File: src/rtl/bgc_pkg.sv
// Package: shared types and constants for the bus grant controller.
// Assumes: all grant-side flags are active high inside the block.
package bgc_pkg;

    // Number of access fences (external memory access, boot byte load).
    localparam int unsigned BGC_NUM_FENCE = 2;
    localparam int unsigned BGC_FENCE_EXT  = 0;
    localparam int unsigned BGC_FENCE_BOOT = 1;

    // Registered outputs of the grant core.
    typedef struct packed {
        logic grant;
        logic halt;
        logic hung;
        logic drv_en;
    } bgc_out_t;

    localparam bgc_out_t BGC_OUT_IDLE = '{grant: 1'b0, halt: 1'b0, hung: 1'b0, drv_en: 1'b1};

endpackage

File: src/rtl/bgc_req_sync.sv
// Module: bgc_req_sync
// Brings the asynchronous active-low request into the clock domain through
// a chain of STAGES flops. It outputs the last stage (the recognised request)
// and the stage before it (the request that will be recognised one cycle later).
// Assumes: STAGES >= 2; reset leaves the request inactive.
module bgc_req_sync #(
    parameter int unsigned STAGES = 2
) (
    input  logic clk,
    input  logic rst_n,
    input  logic req_n_async,
    output logic req_sync,
    output logic req_early
);
    localparam int unsigned LAST = STAGES - 1;

    logic [LAST:0] chain_q;

    // First stage: capture the inverted raw request.
    always_ff @(posedge clk) begin
        if (!rst_n) chain_q[0] <= 1'b0;
        else        chain_q[0] <= ~req_n_async;
    end

    genvar gi;
    generate
        for (gi = 1; gi < STAGES; gi++) begin : g_stage
            // Later stages: shift the request one flop further.
            always_ff @(posedge clk) begin
                if (!rst_n) chain_q[gi] <= 1'b0;
                else        chain_q[gi] <= chain_q[gi-1];
            end
        end
    endgenerate

    assign req_sync  = chain_q[LAST];
    assign req_early = chain_q[LAST-1];

endmodule

File: src/rtl/bgc_fence.sv
// Module: bgc_fence
// Reports whether one kind of bus activity allows a grant to start: it does when
// nothing is in progress, or when the current transfer completes this cycle.
// Assumes: done is only meaningful together with busy.
module bgc_fence (
    input  logic busy,
    input  logic done,
    output logic clear
);
    // Open the fence when idle or finishing.
    always_comb begin
        clear = ~busy | done;
    end
endmodule

File: src/rtl/bgc_grant_core.sv
// Module: bgc_grant_core
// Decides when the grant starts and ends, and registers the grant, halt, hung
// and driver-enable outputs. The grant starts when the recognised request
// meets open fences (or at once during processor reset). It ends when the
// early synchronizer stage shows the request gone.
// Assumes: req_early leads req_sync by exactly one cycle.
module bgc_grant_core
    import bgc_pkg::*;
(
    input  logic     clk,
    input  logic     rst_n,
    input  logic     req_sync,
    input  logic     req_early,
    input  logic     fences_clear,
    input  logic     chip_reset,
    input  logic     go_mode,
    input  logic     next_ext,
    output bgc_out_t out_q
);
    logic grant_nx;
    logic halt_nx;
    logic hung_nx;
    logic start_ok;

    // A grant may start in reset as soon as the request shows up, otherwise at a fence gap.
    always_comb begin
        start_ok = chip_reset | (req_sync & fences_clear);
    end

    // Next-state for the grant, halt and hung flags.
    always_comb begin
        grant_nx = req_early & (out_q.grant | start_ok);
        halt_nx  = grant_nx & (~go_mode | next_ext | out_q.halt);
        hung_nx  = grant_nx & next_ext;
    end

    // Output register: each flag gets its own flop.
    always_ff @(posedge clk) begin
        if (!rst_n) begin
            out_q <= BGC_OUT_IDLE;
        end else begin
            out_q.grant  <= grant_nx;
            out_q.halt   <= halt_nx;
            out_q.hung   <= hung_nx;
            out_q.drv_en <= ~grant_nx;
        end
    end
endmodule

File: src/rtl/bus_grant_ctrl.sv
// Module: bus_grant_ctrl (top)
// Lends the processor bus to an external master. It synchronizes the request,
// combines the access fences and drives the grant, driver-enable, halt and
// hung outputs from one register bank.
// Assumes: status inputs are synchronous to clk.
module bus_grant_ctrl
    import bgc_pkg::*;
#(
    parameter int unsigned SYNC_STAGES = 2
) (
    input  logic clk,
    input  logic rst_n,
    input  logic bus_req_n,
    input  logic chip_reset,
    input  logic ext_busy,
    input  logic ext_done,
    input  logic boot_busy,
    input  logic boot_done,
    input  logic next_ext,
    input  logic go_mode,
    output logic bus_grant_n,
    output logic drv_en,
    output logic core_halt,
    output logic grant_hung
);
    logic                     req_sync;
    logic                     req_early;
    logic [BGC_NUM_FENCE-1:0] busy_v;
    logic [BGC_NUM_FENCE-1:0] done_v;
    logic [BGC_NUM_FENCE-1:0] clear_v;
    logic                     fences_clear;
    bgc_out_t                 out_q;

    bgc_req_sync #(.STAGES(SYNC_STAGES)) u_sync (
        .clk         (clk),
        .rst_n       (rst_n),
        .req_n_async (bus_req_n),
        .req_sync    (req_sync),
        .req_early   (req_early)
    );

    // Gather fence sources into vectors.
    always_comb begin
        busy_v[BGC_FENCE_EXT]  = ext_busy;
        done_v[BGC_FENCE_EXT]  = ext_done;
        busy_v[BGC_FENCE_BOOT] = boot_busy;
        done_v[BGC_FENCE_BOOT] = boot_done;
    end

    genvar gf;
    generate
        for (gf = 0; gf < BGC_NUM_FENCE; gf++) begin : g_fence
            bgc_fence u_fence (
                .busy  (busy_v[gf]),
                .done  (done_v[gf]),
                .clear (clear_v[gf])
            );
        end
    endgenerate

    // All fences must be open for a normal grant start.
    always_comb begin
        fences_clear = &clear_v;
    end

    bgc_grant_core u_core (
        .clk          (clk),
        .rst_n        (rst_n),
        .req_sync     (req_sync),
        .req_early    (req_early),
        .fences_clear (fences_clear),
        .chip_reset   (chip_reset),
        .go_mode      (go_mode),
        .next_ext     (next_ext),
        .out_q        (out_q)
    );

    // Map the register bank to the pin polarities.
    always_comb begin
        bus_grant_n = ~out_q.grant;
        drv_en      = out_q.drv_en;
        core_halt   = out_q.halt;
        grant_hung  = out_q.hung;
    end
endmodule


File: config.mk
export PLATFORM = sky130hd
export DESIGN_NAME = bus_grant_ctrl
export DESIGN_NICKNAME = d
export VERILOG_FILES = /design/src/rtl/bgc_pkg.sv /design/src/rtl/bgc_req_sync.sv /design/src/rtl/bgc_fence.sv /design/src/rtl/bgc_grant_core.sv /design/src/rtl/bus_grant_ctrl.sv
export SDC_FILE = /design/constraint.sdc
export NUM_CORES = 1
export LEC_CHECK = 0
export ABC_AREA = 1
export BUFFER_PORTS_ARGS = -buffer_cell sky130_fd_sc_hd__buf_2
export CORE_AREA = 3 3 40 42
export DETAILED_ROUTE_END_ITERATION = 10
export DIE_AREA = 0 0 43 45
export GPL_TIMING_DRIVEN = 0
export SYNTH_ARGS = -nofsm -noshare
export SYNTH_HDL_FRONTEND = slang
export SYNTH_HIERARCHICAL = 1
export SYNTH_SLANG_ARGS = --single-unit
export TNS_END_PERCENT = 10
File: constraint.sdc
create_clock -name clk -period 0.8 [get_ports clk]
set_clock_uncertainty 0.15 [all_clocks]
set_input_delay 0.04 -clock clk [delete_from_list [all_inputs] [get_ports clk]]
set_output_delay 0.04 -clock clk [all_outputs]
set_load 0.03 [all_outputs]
; ---- Yosys cells after proc, flatten, opt, wreduce, memory -nomap -nowiden
; Index checks and enable logic that the tools add are counted.
; W data, S select, Z words.
[word_totals]
word_cells = 23
regBits = 6
[op_classes]
n_bitwise = 16
n_reduce_logical = 1
[op_table]
columns = cell, n
row1 = $not A1 Y1, 6
row2 = $or A1 B1 Y1, 6
row3 = $and A1 B1 Y1, 4
row4 = $reduce_and A2 Y1, 1

; ---- Depth between registers and ports, before layout
; Gate-level depths: netlist of the first run.
[depth]
depth_word = 8
depth_mapped = 8
depth_no_buf = 8

; ---- Hierarchy
; Netlist of the first run, hierarchy kept.
[by_module_without_submodules]
columns = mod, cells_per_inst, seq_area_each_um2, area_each_um2, n_inst
row1 = bgc_grant_core, 16, 80.1, 127.6, 1
row2 = bgc_req_sync, 6, 40.0, 57.6, 1
row3 = bgc_fence, 2, 0.0, 7.5, 2
row4 = bus_grant_ctrl, 3, 0.0, 11.3, 1

; ---- Least setup slack after synthesis of the first run
; No wires, ideal clock.
[synth_path]
kind = reg-to-reg
from = register, netlist name u_core/out_q[2]
to = register, netlist name u_core/out_q[2]
synth_period_minus_slack_ns = 0.862
slack_ns = -0.062
path_stages_with_launch = 3
arrival_ns = 0.648
setup_time_ns = 0.064
path_buffers = 0
path_cell_list = dfxtp_1 > nor2_1 > nor2_1
[synth_between]
elab_chain_len = 2
[synth_lines]
columns = item, line_no
row1 = $or A1 B1 Y1, bgc_grant_core.sv:33  ; halt_nx = grant_nx & (~go_mode | next_ext | out_q.halt);
row2 = $and A1 B1 Y1, bgc_grant_core.sv:33
; Every way passes these cells.
; A chain may end at the register's enable or synchronous reset.

; ---- Worst setup path in the final report of the first run
[layout_path]
from = register, netlist name u_core/out_q[3]
to = output port bus_grant_n
[layout_between]
elab_chain_len = 1
[layout_lines]
columns = item, line_no
row1 = $not A1 Y1, bus_grant_ctrl.sv:80  ; bus_grant_n = ~out_q.grant;
row2 = "end, declared", bus_grant_ctrl.sv:21  ; output logic bus_grant_n,
; Every way passes these cells.

==> metrics.yaml, run 1 <==
status:
  outcome: "finished with violations"
  violations: "negative hold slack, negative setup slack"
yosys:
  syn_area_sq_um: 211
  synth_largest_type_area_fraction_pct: 56.8
  asyncSetResetFlopFracSynth_pct: 0
  postSynthRegisterBits: 6
  synthesis.nets: 39
  total_number_of_yosys_warnings: 6
  seq_total_area_yosys_pct: 56.8
  synthTopCellsByArea: "sky130_fd_sc_hd__dfxtp_1, sky130_fd_sc_hd__inv_1, sky130_fd_sc_hd__nand2_1, sky130_fd_sc_hd__nor2_1, sky130_fd_sc_hd__nand2_2"
  syn_avg_cell_area_sq_um: 7.29
  synth_commonest_cells: "sky130_fd_sc_hd__inv_1, sky130_fd_sc_hd__nand2_1, sky130_fd_sc_hd__dfxtp_1"
  synth.most_common_cell: "sky130_fd_sc_hd__inv_1"
  synthCells: 29
  ys.flop_type: "sky130_fd_sc_hd__dfxtp_1"
  synth.lib_cells_used.distinct: 6
  synth.largest_area_cell: "sky130_fd_sc_hd__dfxtp_1"
  post_synth_edffs: 0
route:
  route.detailed.wl_per_inst_um: 6.57
  post-route-drc-count: 0
  drt-pass1-iter-count: 2
  num_vias: 205
  vias_per_cell: 3.36
  iteration_0_drc_markers: 2
  ant_nets: 0
  detail_route.wirelength_um: 401
floorplanning:
  floorplan.die_area_sq_um: 1940
  placementRows: 13
  die_y_um: 45
  floorplan.core_area_sq_um: 1280
  fp.dieW_um: 43
  io-pin-count: 14
  initial_cell_density_of_the_core_pct: 16.5
grt:
  grt_usage_pct: 5.26
  grt_pass1_vias: 181
  grt_pass1_wl_um: 669
  grt_start_max_net_pins: 5
  grt_antenna_before_repair: 0
  overflow: 0
hold_path:
  min_path_type: "input port to flop"
timing:
  grt_setup_unrepaired: "yes"
  setup_viol: 7
  timing.slew.headroom_pct: 94.6
  achievable-frequency_mhz: 1090
  endpoints_failing_hold: 6
  setup_ws_post_layout_ps: -114
  timing.final.max_slew_violations: 0
  final_min_period_over_clock_period_pct: 114
  fin_setup_tns_ps: -451
  fin_worst_hold_slack_ps: -141
  max_slew.worst_pin.slew_ps: 80.9
  min_period_ps: 914
critical_path:
  worst-path-max-fanout: 2
  worst-endpoint-arrival_ps: 720
  crit_path_end_kind: "output port"
  timing_worst_setup_path_type: "flop to output port"
  worst_ep_required_time_ps: 610
  setup.worst_path.start_class: "flop"
place:
  gp_congestion: 0.577
  dp.cells: 57
  portBuffers: 13
layout:
  drive_gt1_share_pct: 52.2
  multi_input_comb_area_sq_um: 57.6
  num_antenna_cells: 0
  filler_free_cell_count_of_the_finished_design: 61
  area_growth_pct: 69.8
  utilization_pct: 27.9
  fill_cells: 144
  final_net_count: 58
  ff_latch_area_sq_um: 126
clock_tree:
  max-clock-path-buffers: 2
  clock_sink_count: 6
  clock_insertion_delay_worst_skew_ps: 240
  cts.repair_timing.setup_buffer_count: 0
  clockRootBuffer: "sky130_fd_sc_hd__clkbuf_4"
  ctsHoldBuffers: 1
  clk_pin_slew_ps: 40
  cts_inserted_buffers: 3
  tritoncts_clock_tree: "done"
  clock_tree.htree_level_count: 1
power_and_ir_drop:
  cellLeakagePower_nw: 0.214
  p_total_mw: 0.667
  power-per-cell-area_nw_per_um2: 1860
  ir_drop_v: 0.00102
job:
  drv_cap: 0
==> cell families (layout without fill, tap and decap cells) <==
kind of cell | after synthesis | after routing | synth area share, %
flip-flops | 6 | 6 | 56.8
AND/OR/NAND/NOR | 14 | 14 | 27.2
buffers and inverters | 9 | 26 | 16.0
==> worst paths after layout <==
| kind | end | slack, ps | from | cells after the start |
|---|---|---|---|---|
| max | bus_grant_n | -110 | u_core/out_q[3] | 2 |
| min | u_sync/req_sync | -140 | rst_n | 3 |
| max reg2reg | u_core/out_q[2] | -40 | u_core/out_q[3] | 4 |
| min reg2reg | u_sync/req_sync | 270 | u_sync/req_early | 2 |
==> critical path: stages, from the launching register on <==
cell and delay (ps):
sky130_fd_sc_hd__dfxtp_2 330, sky130_fd_sc_hd__inv_2 30, sky130_fd_sc_hd__buf_6 120
==> cell usage in the layout (no fill, tap or decap) <==
cell type,netlist,routed
sky130_fd_sc_hd__clkbuf_4,0,3
sky130_fd_sc_hd__inv_1,9,8
sky130_fd_sc_hd__inv_2,0,1
sky130_fd_sc_hd__nand2_2,1,1
sky130_fd_sc_hd__buf_6,0,4
sky130_fd_sc_hd__buf_2,0,9
sky130_fd_sc_hd__dfxtp_1,6,1
sky130_fd_sc_hd__nor2_1,4,4
sky130_fd_sc_hd__nor2_2,1,1
sky130_fd_sc_hd__dfxtp_2,0,5
sky130_fd_sc_hd__nand2_1,8,8
sky130_fd_sc_hd__dlygate4sd3_1,0,1
==> flip-flops by register name (all words and copies together), names as in the netlist <==
name	count
u_sync/req_early	1
u_sync/req_sync	1
u_core/out_q	4
==> final cells by class <==
class,count,share of cell area (%)
clock buffers,3,6.27
inverters,9,9.41
multi-input cells,14,16.0
flip-flops and latches,6,35.2
well taps,15,5.23
repair buffers,14,27.9
==> metrics by stage <==
stage	area [sq um]	setup WS, ps
after floorplan	213	2.95
after global placement	297	-43.5
after detailed placement	297	-45.5
after CTS	358	-126
after global routing	359	-145
final	359	-114
==> where the power goes <==
| part | total (mW) | internal [mW] | switching, mW | leakage [nW] |
|---|---|---|---|---|
| sequential | 0.317 | 0.312 | 0.00479 | 0.0503 |
| clock | 0.274 | 0.169 | 0.105 | 0.0138 |
| combinational | 0.0754 | 0.0394 | 0.0360 | 0.150 |
==> repair_timing <==
action	in CTS	in global routing
endpoints found under the hold margin	6	6
gates resized for setup	12	1
cloned	0	0
endpoints found under the setup margin	7	8
pin swaps	2	0
==> routing by layer <==
metal / global-route usage, % / up-vias / routed length [um]
li1: - / 113 / -
met1: 4.62 / 77 / 140
met2: 7.19 / 15 / 158
met3: 7.97 / 0 / 103
met4: 0 / 0 / 0
met5: 0 / - / 0
No activity file was read; power rests on OpenSTA's default activity.
==> run 2, diff against run 1 <==
CTS_BUF_LIST = sky130_fd_sc_hd__clkbuf_16   (was not set)
==> metrics.yaml, run 2 (synthesis gave the netlist of run 1 again) <==
layout:
  most-common-layout-cells: "sky130_fd_sc_hd__buf_2, sky130_fd_sc_hd__nand2_1, sky130_fd_sc_hd__inv_1, sky130_fd_sc_hd__dfxtp_2"  # unchanged
  drive_gt1_share_pct: 52.2  # unchanged
  largest-register: "u_core/out_q"  # unchanged
  final_net_count: 58  # unchanged
  area_growth_pct: 94.7  # was 69.8%
  largest_reg_flops: 4  # unchanged
  num_antenna_cells: 0  # unchanged
  most_common_library_cell_in_the_layout_ignoring_fill_and_taps: "sky130_fd_sc_hd__buf_2"  # unchanged
  utilization_pct: 32.0  # was 27.9%
  postLayoutCellArea_sq_um: 412  # was 359 sq um
  filler_free_cell_count_of_the_finished_design: 61  # unchanged
critical_path:
  worst_ep_required_time_ps: 610  # about the same
  crit_path_end_kind: "output port"  # unchanged
  timing_worst_setup_path_type: "flop to output port"  # unchanged
  worst-path-max-fanout: 2  # unchanged
  setup.worst_path.start_class: "flop"  # unchanged
  worst-endpoint-arrival_ps: 700  # was 720 ps
route:
  num_vias: 205  # unchanged
  route.detailed.wl_per_inst_um: 6.74  # was 6.57 um
  iteration_0_drc_markers: 3  # was 2
  drt-pass1-iter-count: 2  # unchanged
  ant_nets: 0  # unchanged
  detail_route.wirelength_um: 411  # was 401 um
  vias_per_cell: 3.36  # unchanged
  post-route-drc-count: 0  # unchanged
clock_tree:
  ctsHoldBuffers: 1  # unchanged
  max-clock-path-buffers: 2  # unchanged
  clock_tree.htree_level_count: 1  # unchanged
  clockRootBuffer: "sky130_fd_sc_hd__clkbuf_16"  # was sky130_fd_sc_hd__clkbuf_4
  clk_pin_slew_ps: 30  # was 40 ps
  cts_inserted_buffers: 3  # unchanged
  cts.repair_timing.setup_buffer_count: 0  # unchanged
  clock_sink_count: 6  # unchanged
  clock_insertion_delay_worst_skew_ps: 220  # was 240 ps
  tritoncts_clock_tree: "done"  # unchanged
floorplanning:
  floorplan.die_area_sq_um: 1940  # unchanged
  placementRows: 13  # unchanged
  die_y_um: 45  # unchanged
  initial_cell_density_of_the_core_pct: 16.5  # unchanged
  fp.dieW_um: 43  # unchanged
  floorplan.core_area_sq_um: 1280  # unchanged
  io-pin-count: 14  # unchanged
power_and_ir_drop:
  cellLeakagePower_nw: 0.237  # was 0.214 nW
  p_total_mw: 1.18  # was 0.667 mW
  p_clk_share_pct: 66.8  # was 41.2%
  power-per-cell-area_nw_per_um2: 2870  # was 1860 nW/um^2
  power_frac_seq_pct: 26.9  # was 47.5%
  cellInternalPower_mw: 0.992  # was 0.521 mW
  switchingPower_mw: 0.191  # was 0.146 mW
  combinationalPowerShare_pct: 6.4  # was 11.3%
  switching_share_pct: 16.1  # was 21.9%
  ir_drop_v: 0.00180  # was 0.00102 V
place:
  portBuffers: 13  # unchanged
  detailedPlace.worstSlack_ps: -45.5  # unchanged
  gp_congestion: 0.577  # unchanged
  dp.cells: 57  # unchanged
  placed_area_sq_um: 297  # unchanged
grt:
  overflow: 0  # unchanged
  grt_start_max_net_pins: 5  # unchanged
  grt_pass1_vias: 183  # was 181
  grt_antenna_before_repair: 0  # unchanged
  grt_usage_pct: 5.76  # was 5.26%
  grt_pass1_wl_um: 690  # was 669 um
timing:
  timing.final.max_slew_violations: 0  # unchanged
  achievable-frequency_mhz: 1120  # was 1090 MHz
  setup_ws_post_layout_ps: -94.2  # was -114 ps
  timing.slew.headroom_pct: 94.3  # was 94.6%
  min_period_ps: 894  # was 914 ps
  endpoints_failing_hold: 6  # unchanged
  setup_viol: 7  # unchanged
  max_slew.worst_pin.slew_ps: 85.7  # was 80.9 ps
  fin_setup_tns_ps: -354  # was -451 ps
  fin_worst_hold_slack_ps: -124  # was -141 ps
  grt_setup_unrepaired: "yes"  # unchanged
  final_min_period_over_clock_period_pct: 112  # was 114%
job:
  drv_cap: 0  # unchanged
hold_path:
  min_path_type: "input port to flop"  # unchanged
status:
  outcome: "finished with violations"  # unchanged
  violations: "negative hold slack, negative setup slack"  # unchanged
[run 2: cell counts in the layout (fill, tap and decap cells not counted)]
No cell type changed its count.
[run 2: worst max-delay path: stages, from the launching register on]
cell and delay, ps:
sky130_fd_sc_hd__dfxtp_2 320, sky130_fd_sc_hd__inv_2 30, sky130_fd_sc_hd__buf_6 120
[run 2: final cells by class]
class	count	area, sq um
clock buffer	3	75.1
fill	140	873
multi-input combinational	14	57.6
timing repair buffer	14	100
sequential	6	126
inverter	9	33.8
tap	15	18.8
[run 2: power by group through the flow]
stage	Combinational (mW)	Sequential (mW)	Clock, mW
3_3_place_gp	0.0644	0.319	0
5_1_grt	0.0853	0.319	0.832
2_1_floorplan	0.0269	0.328	0
6_report	0.0752	0.318	0.790
4_1_cts	0.0767	0.318	0.810
3_5_place_dp	0.0657	0.320	0
[run 2: routing by layer]
metal / vias to the layer above / GRT usage, % / routed length [um]
li1: 112 / - / -
met1: 78 / 4.62 / 141
met2: 15 / 7.19 / 167
met3: 0 / 7.97 / 101
met4: 0 / 3.61 / 0
met5: - / 0 / 0
[run 2: repair_timing]
item | 4_1_cts | 5_1_grt
hold endpoints to repair | 6 | 4
pin swaps | 2 | 0
gates resized for setup | 12 | 1
gates cloned | 0 | 0
endpoints found under the setup margin | 7 | 8
[run 2: final timing paths]
check	start	to	slack [ps]	depth (start not counted)
setup / recovery	u_core/out_q[3]	bus_grant_n	-90	2
hold / removal	rst_n	u_sync/req_sync	-120	3
setup reg to reg	u_core/out_q[3]	u_core/out_q[2]	-40	4
hold reg to reg	u_sync/req_early	u_sync/req_sync	260	2
